`src/rtl/ifc_pkg.sv`:
```
// Package: shared register selects and bit positions for the interrupt
// flag and enable controller. Assumes an 8-bit register width.
package ifc_pkg;
    typedef enum logic [1:0] {
        RSEL_CTRL  = 2'd0,
        RSEL_PFLAG = 2'd1,
        RSEL_PEN   = 2'd2,
        RSEL_NONE  = 2'd3
    } rsel_e;

    localparam int REG_W    = 8;
    localparam int NSRC     = 3;   // sources with flag/enable pairs in the control byte
    localparam int EN_BASE  = 3;   // enable of source i sits at bit EN_BASE+i
    localparam int PEIE_BIT = 6;
    localparam int GIE_BIT  = 7;
    localparam int ADC_BIT  = 6;   // bit position in the peripheral bytes
endpackage

```
`src/rtl/ifc_src_detect.sv`:
```
// Module: ifc_src_detect
// Detects the two port-derived causes. The pin-change hit compares the
// watched bits against a snapshot taken on each port read strobe. The edge
// hit watches one port bit against its previous sample.
// Assumes port_in is already synchronous to clk.
module ifc_src_detect #(
    parameter int             PORT_W   = 8,
    parameter logic [PORT_W-1:0] CHG_MASK = 8'b0000_1011,
    parameter int             EXT_BIT  = 2
) (
    input  logic              clk,
    input  logic              rst_n,
    input  logic [PORT_W-1:0] port_in,
    input  logic              port_rd,
    input  logic              rise_sel,
    output logic              chg_hit,
    output logic              ext_hit
);
    logic [PORT_W-1:0] snap_q;
    logic              prev_q;
    logic              cur;

    assign cur = port_in[EXT_BIT];

    // Refresh the watched-bit snapshot on every port read strobe.
    always_ff @(posedge clk) begin
        if (!rst_n)       snap_q <= '0;
        else if (port_rd) snap_q <= port_in & CHG_MASK;
    end

    // Keep the previous level of the edge pin.
    always_ff @(posedge clk) begin
        if (!rst_n) prev_q <= 1'b0;
        else        prev_q <= cur;
    end

    // Mismatch against the old snapshot and the selected-edge decode.
    always_comb begin
        chg_hit = ((port_in & CHG_MASK) != snap_q);
        ext_hit = rise_sel ? (cur & ~prev_q) : (~cur & prev_q);
    end
endmodule

```
`src/rtl/ifc_regs.sv`:
```
// Module: ifc_regs
// Holds the control/status byte and the single-bit peripheral flag and
// enable. Hardware sets take priority over software writes. Acknowledge
// takes priority over return and writes for the global enable.
module ifc_regs
    import ifc_pkg::*;
(
    input  logic             clk,
    input  logic             rst_n,
    input  logic             wr_en,
    input  rsel_e            wr_sel,
    input  logic [REG_W-1:0] wr_data,
    input  logic [NSRC-1:0]  src_set,
    input  logic             adc_done,
    input  logic             int_ack,
    input  logic             int_ret,
    output logic [REG_W-1:0] ctrl_q,
    output logic             pflag_q,
    output logic             pen_q
);
    logic [REG_W-1:0] ctrl_d;
    logic             pflag_d;
    logic             pen_d;

    // Next value of the control byte: write, then sticky sets, then enable control.
    always_comb begin
        ctrl_d = ctrl_q;
        if (wr_en && wr_sel == RSEL_CTRL) ctrl_d = wr_data;
        for (int i = 0; i < NSRC; i++) begin
            if (src_set[i]) ctrl_d[i] = 1'b1;
        end
        if (int_ret) ctrl_d[GIE_BIT] = 1'b1;
        if (int_ack) ctrl_d[GIE_BIT] = 1'b0;
    end

    // Next value of the peripheral flag and enable bits.
    always_comb begin
        pflag_d = pflag_q;
        pen_d   = pen_q;
        if (wr_en && wr_sel == RSEL_PFLAG) pflag_d = wr_data[ADC_BIT];
        if (wr_en && wr_sel == RSEL_PEN)   pen_d   = wr_data[ADC_BIT];
        if (adc_done)                      pflag_d = 1'b1;
    end

    // Register state with synchronous reset.
    always_ff @(posedge clk) begin
        if (!rst_n) begin
            ctrl_q  <= '0;
            pflag_q <= 1'b0;
            pen_q   <= 1'b0;
        end else begin
            ctrl_q  <= ctrl_d;
            pflag_q <= pflag_d;
            pen_q   <= pen_d;
        end
    end
endmodule

```
`src/rtl/ifc_arbiter.sv`:
```
// Module: ifc_arbiter
// Combines flag/enable pairs through the peripheral and global gates into a
// request, and picks the vector address. Purely combinational.
module ifc_arbiter
    import ifc_pkg::*;
#(
    parameter int              ADDR_W  = 10,
    parameter logic [ADDR_W-1:0] VEC_INT = 10'h004,
    parameter logic [ADDR_W-1:0] VEC_RST = 10'h000
) (
    input  logic [REG_W-1:0]  ctrl_q,
    input  logic              pflag_q,
    input  logic              pen_q,
    output logic              irq_req,
    output logic [ADDR_W-1:0] irq_vector
);
    logic [NSRC-1:0] pair_hit;
    logic            periph_hit;

    // One pending term per flag/enable pair in the control byte.
    for (genvar g = 0; g < NSRC; g++) begin : g_pair
        assign pair_hit[g] = ctrl_q[g] & ctrl_q[EN_BASE+g];
    end

    // Peripheral term, the global gate and the vector choice.
    always_comb begin
        periph_hit = pflag_q & pen_q & ctrl_q[PEIE_BIT];
        irq_req    = ctrl_q[GIE_BIT] & ((|pair_hit) | periph_hit);
        irq_vector = irq_req ? VEC_INT : VEC_RST;
    end
endmodule

```
`src/rtl/intr_flag_ctl.sv`:
```
// Module: intr_flag_ctl (top)
// Interrupt flag and enable controller: source detection, register file,
// request/vector logic and the register read multiplexer.
// Assumes all inputs are synchronous to clk.
module intr_flag_ctl
    import ifc_pkg::*;
#(
    parameter int              PORT_W   = 8,
    parameter logic [PORT_W-1:0] CHG_MASK = 8'b0000_1011,
    parameter int              EXT_BIT  = 2,
    parameter int              ADDR_W   = 10,
    parameter logic [ADDR_W-1:0] VEC_INT  = 10'h004,
    parameter logic [ADDR_W-1:0] VEC_RST  = 10'h000
) (
    input  logic              clk,
    input  logic              rst_n,
    input  logic              wr_en,
    input  logic [1:0]        wr_sel,
    input  logic [7:0]        wr_data,
    input  logic [1:0]        rd_sel,
    output logic [7:0]        rd_data,
    input  logic [PORT_W-1:0] port_in,
    input  logic              port_rd,
    input  logic              ext_rise_sel,
    input  logic              tmr_ovf,
    input  logic              adc_done,
    input  logic              int_ack,
    input  logic              int_ret,
    output logic              irq_req,
    output logic [ADDR_W-1:0] irq_vector
);
    logic             chg_hit;
    logic             ext_hit;
    logic [REG_W-1:0] ctrl_q;
    logic             pflag_q;
    logic             pen_q;
    logic [NSRC-1:0]  src_set;

    assign src_set = {tmr_ovf, ext_hit, chg_hit};

    ifc_src_detect #(.PORT_W(PORT_W), .CHG_MASK(CHG_MASK), .EXT_BIT(EXT_BIT)) det_i (
        .clk      (clk),
        .rst_n    (rst_n),
        .port_in  (port_in),
        .port_rd  (port_rd),
        .rise_sel (ext_rise_sel),
        .chg_hit  (chg_hit),
        .ext_hit  (ext_hit)
    );

    ifc_regs regs_i (
        .clk      (clk),
        .rst_n    (rst_n),
        .wr_en    (wr_en),
        .wr_sel   (rsel_e'(wr_sel)),
        .wr_data  (wr_data),
        .src_set  (src_set),
        .adc_done (adc_done),
        .int_ack  (int_ack),
        .int_ret  (int_ret),
        .ctrl_q   (ctrl_q),
        .pflag_q  (pflag_q),
        .pen_q    (pen_q)
    );

    ifc_arbiter #(.ADDR_W(ADDR_W), .VEC_INT(VEC_INT), .VEC_RST(VEC_RST)) arb_i (
        .ctrl_q     (ctrl_q),
        .pflag_q    (pflag_q),
        .pen_q      (pen_q),
        .irq_req    (irq_req),
        .irq_vector (irq_vector)
    );

    // Read multiplexer: unimplemented peripheral bits read as zero.
    always_comb begin
        rd_data = '0;
        unique case (rsel_e'(rd_sel))
            RSEL_CTRL:  rd_data = ctrl_q;
            RSEL_PFLAG: rd_data[ADC_BIT] = pflag_q;
            RSEL_PEN:   rd_data[ADC_BIT] = pen_q;
            RSEL_NONE:  rd_data = '0;
        endcase
    end
endmodule

```
`config.mk`:
```
export PLATFORM = sky130hd
export DESIGN_NAME = intr_flag_ctl
export DESIGN_NICKNAME = d
export VERILOG_FILES = /design/src/rtl/ifc_pkg.sv /design/src/rtl/ifc_src_detect.sv /design/src/rtl/ifc_regs.sv /design/src/rtl/ifc_arbiter.sv /design/src/rtl/intr_flag_ctl.sv
export SDC_FILE = /design/constraint.sdc
export NUM_CORES = 1
export LEC_CHECK = 0
export ABC_AREA = 1
export CORE_MARGIN = 4
export CORE_UTILIZATION = 37
export DETAILED_ROUTE_END_ITERATION = 8
export PLACE_DENSITY = 0.79
export SLEW_MARGIN = 20
export SYNTH_ARGS = -nofsm -noshare
export SYNTH_HDL_FRONTEND = slang
export SYNTH_SLANG_ARGS = --single-unit
export TNS_END_PERCENT = 10
```
`constraint.sdc`:
```
create_clock -name clk -period 1.3 [get_ports clk]
set_clock_uncertainty 0.2 [all_clocks]
set_input_delay 0.325 -clock clk [delete_from_list [all_inputs] [get_ports clk]]
set_output_delay 0.325 -clock clk [all_outputs]
set_load 0.05 [all_outputs]
```
Word level (Yosys, flattened, before mapping)
Index checks and enable logic that the tools add are counted.
W data, S select, Z words.
- equal/unequal tests: 6
- muxes and demuxes: 12
- bitwise gates (word level): 12
- reduce and logical (&&, ||, !) cells: 12
- operators by type and width (operator ; count):
    $reduce_bool A2 Y1 ; 5
    $and A1 B1 Y1 ; 8
    $mux W1 ; 8
    $mux W8 ; 1
    $eq A2 B2 Y1 const B ; 3
    $mux W6 ; 1
    $eq A2 B1 Y1 const B ; 2
    $logic_not A2 Y1 ; 2
    $pmux W1 S4 ; 1
    $logic_and A1 B1 Y1 ; 3
    $mux W3 ; 1
    $ne A3 B3 Y1 ; 1
    $not A1 Y1 ; 3
    $reduce_or A3 Y1 ; 1
    $reduce_or A2 Y1 ; 1
    $or A1 B1 Y1 ; 1
- flip-flop bits (word level): 14
- bits of input ports: 29
- output and inout bits: 19
- logic and storage cells: 51

Depth between registers and ports, before layout
Gate-level depths: netlist of the first run.
- word-level depth: 5
- gate-level depth with buffers: 6

Modules after synthesis
From an unflattened synthesis of the first run, not the netlist that was laid out.
- cell total of the unflattened synthesis: 137
- area, all modules: 862.1 um2
- by module, submodules not included (module ; times used ; cells an instance ; area each (um2) ; seq. area each (um2)):
    ifc_regs ; 1 ; 65 ; 457.9 ; 200.2
    ifc_src_detect ; 1 ; 30 ; 192.7 ; 80.1
    ifc_arbiter ; 1 ; 21 ; 120.1 ; 0.0
    intr_flag_ctl ; 1 ; 21 ; 91.3 ; 0.0

Worst setup path before layout of the first run
Ideal clock, no wire load.
- path kind: register to output
- start: register regs_i.ctrl_q[2]
- end: output port irq_vector[2]
- arrival time: 1.674 ns
- slack: -0.899 ns
- cell stages (with the launch flop): 4
- path buffers: 1
- cell sequence: dfxtp_1 -> nand2_1 -> a41oi_1 -> buf_4
- word-level cells in the longest chain between the ends: 5
- RTL lines (element ; line ; text):
    start: declaration ; ifc_regs.sv:17 ; output logic [REG_W-1:0] ctrl_q,
    start signal: assignment ; ifc_regs.sv:52 ; ctrl_q <= ctrl_d;
    $and A1 B1 Y1 ; ifc_arbiter.sv:22 ; assign pair_hit[g] = ctrl_q[g] & ctrl_q[EN_BASE+g];
    $reduce_or A3 Y1 ; ifc_arbiter.sv:28 ; irq_req = ctrl_q[GIE_BIT] & ((|pair_hit) | periph_hit);
    $or A1 B1 Y1 ; ifc_arbiter.sv:28 ;
    $and A1 B1 Y1 ; ifc_arbiter.sv:28 ;
    net irq_req ; intr_flag_ctl.sv:29 ; output logic irq_req,
    $mux W3 ; ifc_arbiter.sv:29 ; irq_vector = irq_req ? VEC_INT : VEC_RST;
    end: declaration ; intr_flag_ctl.sv:30 ; output logic [ADDR_W-1:0] irq_vector
The timed path passes the listed nets, and every way through them passes these cells.

Worst setup path after layout of the first run
- start: register regs_i.ctrl_q[5]
- end: output port irq_req
- word-level cells in the longest chain between the ends: 4
- RTL lines (element ; line):
    $and A1 B1 Y1 ; ifc_arbiter.sv:22
    $reduce_or A3 Y1 ; ifc_arbiter.sv:28
    $or A1 B1 Y1 ; ifc_arbiter.sv:28
    $and A1 B1 Y1 ; ifc_arbiter.sv:28
    end: declaration ; intr_flag_ctl.sv:29
No other way between the ends.

==> flow_metrics.env, run 1 <==
export IMPL_firstDrtPassIters=4
export IMPL_grt_usage=0.157
export IMPL_synth_distinct_cells=24
export IMPL_syn_avg_cell_area_um2=6.69
export IMPL_nNetsFinal=199
export IMPL_outcome="complete, but fails checks"
export IMPL_area_delta_synth_final_pct=82.2
export IMPL_grt_pass1_vias=912
export IMPL_fp_dieH_um=55.0
export IMPL_vdd_drop_max_uv=544
export IMPL_yosys_area_top_type_share=0.344
export IMPL_holdPathStages=2
export IMPL_drt_vias_per_instance=4.49
export IMPL_reg2regPathDepth=5
export IMPL_clk_latency_ps=270
export IMPL_clkSinkCount=14
export IMPL_grt_ovfl_total=0
export IMPL_hold_viol_final=0
export IMPL_fp_dieArea_um2=3020
export IMPL_stdcell_area_um2=1490
export IMPL_core_area_um2=2020
export IMPL_max_cap_violations=0
export IMPL_cts_inserted_buffers=3
export IMPL_final_cell_mix="nand2_1 (19), clkdlybuf4s50_1 (19), inv_1 (15)"
export IMPL_drc=0
export IMPL_worstPathMaxFanout=2
export IMPL_cts_root_buf="clkbuf_4"
export IMPL_final_cells=195
export IMPL_rows=16
export IMPL_grt_start_max_net_pins=12
export IMPL_postRouteAntennaNets=0
export IMPL_die_w_um=55.0
export IMPL_io_buffers=34
export IMPL_worstSetupEndpointType="output port"
export IMPL_fin_crit_sh=1.29
export IMPL_timing_fmax_mhz=597
export IMPL_gp_congestion=0.805
export IMPL_finish_utilization=0.735
export IMPL_place_area_um2=1390
export IMPL_rr_startpoint="regs_i.ctrl_q[2]$_SDFFE_PN0P_"
export IMPL_p_per_area_nw_per_um2=752
export IMPL_worstHoldPathType="reg -> reg"
export IMPL_antennaDiodeCount=0
export IMPL_boundaryPins=48
export IMPL_finalWorstSetupSlack_ps=-376
export IMPL_grt_pass1_wl_um=3440
export IMPL_r2r_end="regs_i.ctrl_q[2]$_SDFFE_PN0P_"
export IMPL_synth_seq_area_share=0.344
export IMPL_h_tree_depth=1
export IMPL_min_delay_start="det_i.snap_q[1]$_SDFFE_PN0P_"
export IMPL_crit_required_ps=770
export IMPL_yosys_area_top_type="dfxtp_1"
export IMPL_cp_arrival_ps=1150
export IMPL_yosys_top_cells_area="dfxtp_1 (34%), nand2_1 (10%), buf_4 (9.2%)"
export IMPL_rsz0062_at_grt="yes"
export IMPL_reg2reg_slack_ps=270
export IMPL_drive_above_1_share=0.393
export IMPL_path_clk_slew_ps=80
export IMPL_netlist_area_um2=816
export IMPL_fillerInstances=161
export IMPL_start_kind="flop"
export IMPL_routed_wl_um=2040
export IMPL_syn_inst=122
export IMPL_hold_end="det_i.snap_q[1]$_SDFFE_PN0P_"
export IMPL_vias=876
export IMPL_clk_path_buf_depth=2
export IMPL_hpwl_um=1750
export IMPL_p_leak_uw=0.000664
export IMPL_initial_core_util=0.403
export IMPL_ys_ff_latch=14
export IMPL_finalCriticalPeriod_ps=1680
export IMPL_hold_buffers=0
export IMPL_cts_tree="done"
export IMPL_antenna_found_initial=0
export IMPL_fin_setup_tns_ps=-2360
export IMPL_initialDrtViolationCount=9
export IMPL_dp_cells=191
export IMPL_failed_checks="negative setup slack"
export IMPL_slew_viol_final=0
export IMPL_wire_per_inst_um=10.5
export IMPL_worst_setup_path_type="reg -> out"
export IMPL_finalSetupViolations=10
export IMPL_yosys_warnings=0
-- stage by stage --
stage | total power (uW) | hold WS, ps | setup WS [ps]
2_1_floorplan | 709 | 216 | -321
3_3_place_gp | 858 | 277 | -576
3_5_place_dp | 868 | 283 | -605
4_1_cts | 1120 | 331 | -381
5_1_grt | 1180 | 346 | -435
6_report | 1120 | 328 | -376
-- cell families after synthesis --
| family | after synthesis | share of synthesized area |
|---|---|---|
| other | 1 | 0.00460 |
| DFF | 14 | 0.344 |
| and+or+nand+nor | 48 | 0.258 |
| buffers and inverters | 33 | 0.209 |
| xor gates and xnor gates | 1 | 0.0107 |
| AOI/OAI and AO/OA | 25 | 0.175 |
-- routing by layer --
layer | part of all wire | vias to the layer above | global-route usage
met5 | 0 | - | 0
met3 | 0.063 | 5 | 0.0295
met4 | 0.016 | 0 | 0.0607
met1 | 0.38 | 389 | 0.164
li1 | - | 456 | -
met2 | 0.54 | 26 | 0.305
-- layout make-up --
| class | instances | area [um2] | share of cell area |
|---|---|---|---|
| Timing Repair Buffer | 48 | 557 | 0.375 |
| Multi-Input combinational cell | 83 | 503 | 0.338 |
| Clock buffer | 3 | 22.5 | 0.0152 |
| Inverter | 20 | 77.6 | 0.0522 |
| Tap cell | 27 | 33.8 | 0.0227 |
| Sequential cell | 14 | 293 | 0.197 |
-- timing repair --
item,4_1_cts,5_1_grt
gates cloned,0,0
pin swaps,8,2
endpoints found under the setup margin,19,10
gates resized for setup,34,2
buffers inserted,1,0
-- power breakdown --
group          leakage (uW)  switching, uW  internal [uW]  total (uW)
registers          0.000119           18.8            460         479
clock network     0.0000138            128            107         235
logic              0.000531            222            181         403
-- worst max-delay path, cell delays in order (launching register included) --
cell     delay [ps]
dfxtp_2         350
nand2_2          70
a41oi_4         290
buf_12          180
-- cells in the mapped netlist (all sizes together) --
| library cell | number |
|---|---|
| a21oi | 10 |
| a41oi | 1 |
| buf | 12 |
| clkbuf | 1 |
| conb | 1 |
| dfxtp | 14 |
| inv | 20 |
| nand2 | 26 |
| nand3 | 4 |
| nand3b | 1 |
| nand4 | 1 |
| nor2 | 15 |
| nor3 | 1 |
| o21a | 1 |
| o21ai | 13 |
| xor2 | 1 |
-- registers in the layout, summed over array words and instances (netlist names) --
name,flops
det_i.snap_q,3
regs_i.pen_q,1
regs_i.pflag_q,1
det_i.prev_q,1
regs_i.ctrl_q,8
-- worst max-delay path by stage --
stage,startpoint,to,cells past startpoint
floorplan,regs_i.pflag_q$_SDFFE_PN0P_,irq_vector[2],3
global placement,rd_sel[1],rd_data[6],5
detailed placement,rd_sel[1],rd_data[6],5
CTS,regs_i.ctrl_q[0]$_SDFFE_PN0P_,irq_req,3
global route,regs_i.ctrl_q[0]$_SDFFE_PN0P_,irq_vector[2],3
finish,regs_i.ctrl_q[5]$_SDFFE_PN0P_,irq_req,3
Power figures use the tool's default switching activity.
==> run 2, diff against run 1 <==
- CTS_BUF_LIST: not set -> sky130_fd_sc_hd__clkbuf_4 sky130_fd_sc_hd__clkbuf_8 sky130_fd_sc_hd__clkbuf_16
==> results of run 2 <==
Final layout, timing and power as in run 1 (identical DEF).
==> run 3, diff against run 2 <==
- GPL_ROUTABILITY_DRIVEN: not set -> 0
==> results of run 3 <==
Final layout, timing and power as in run 1 (identical DEF).
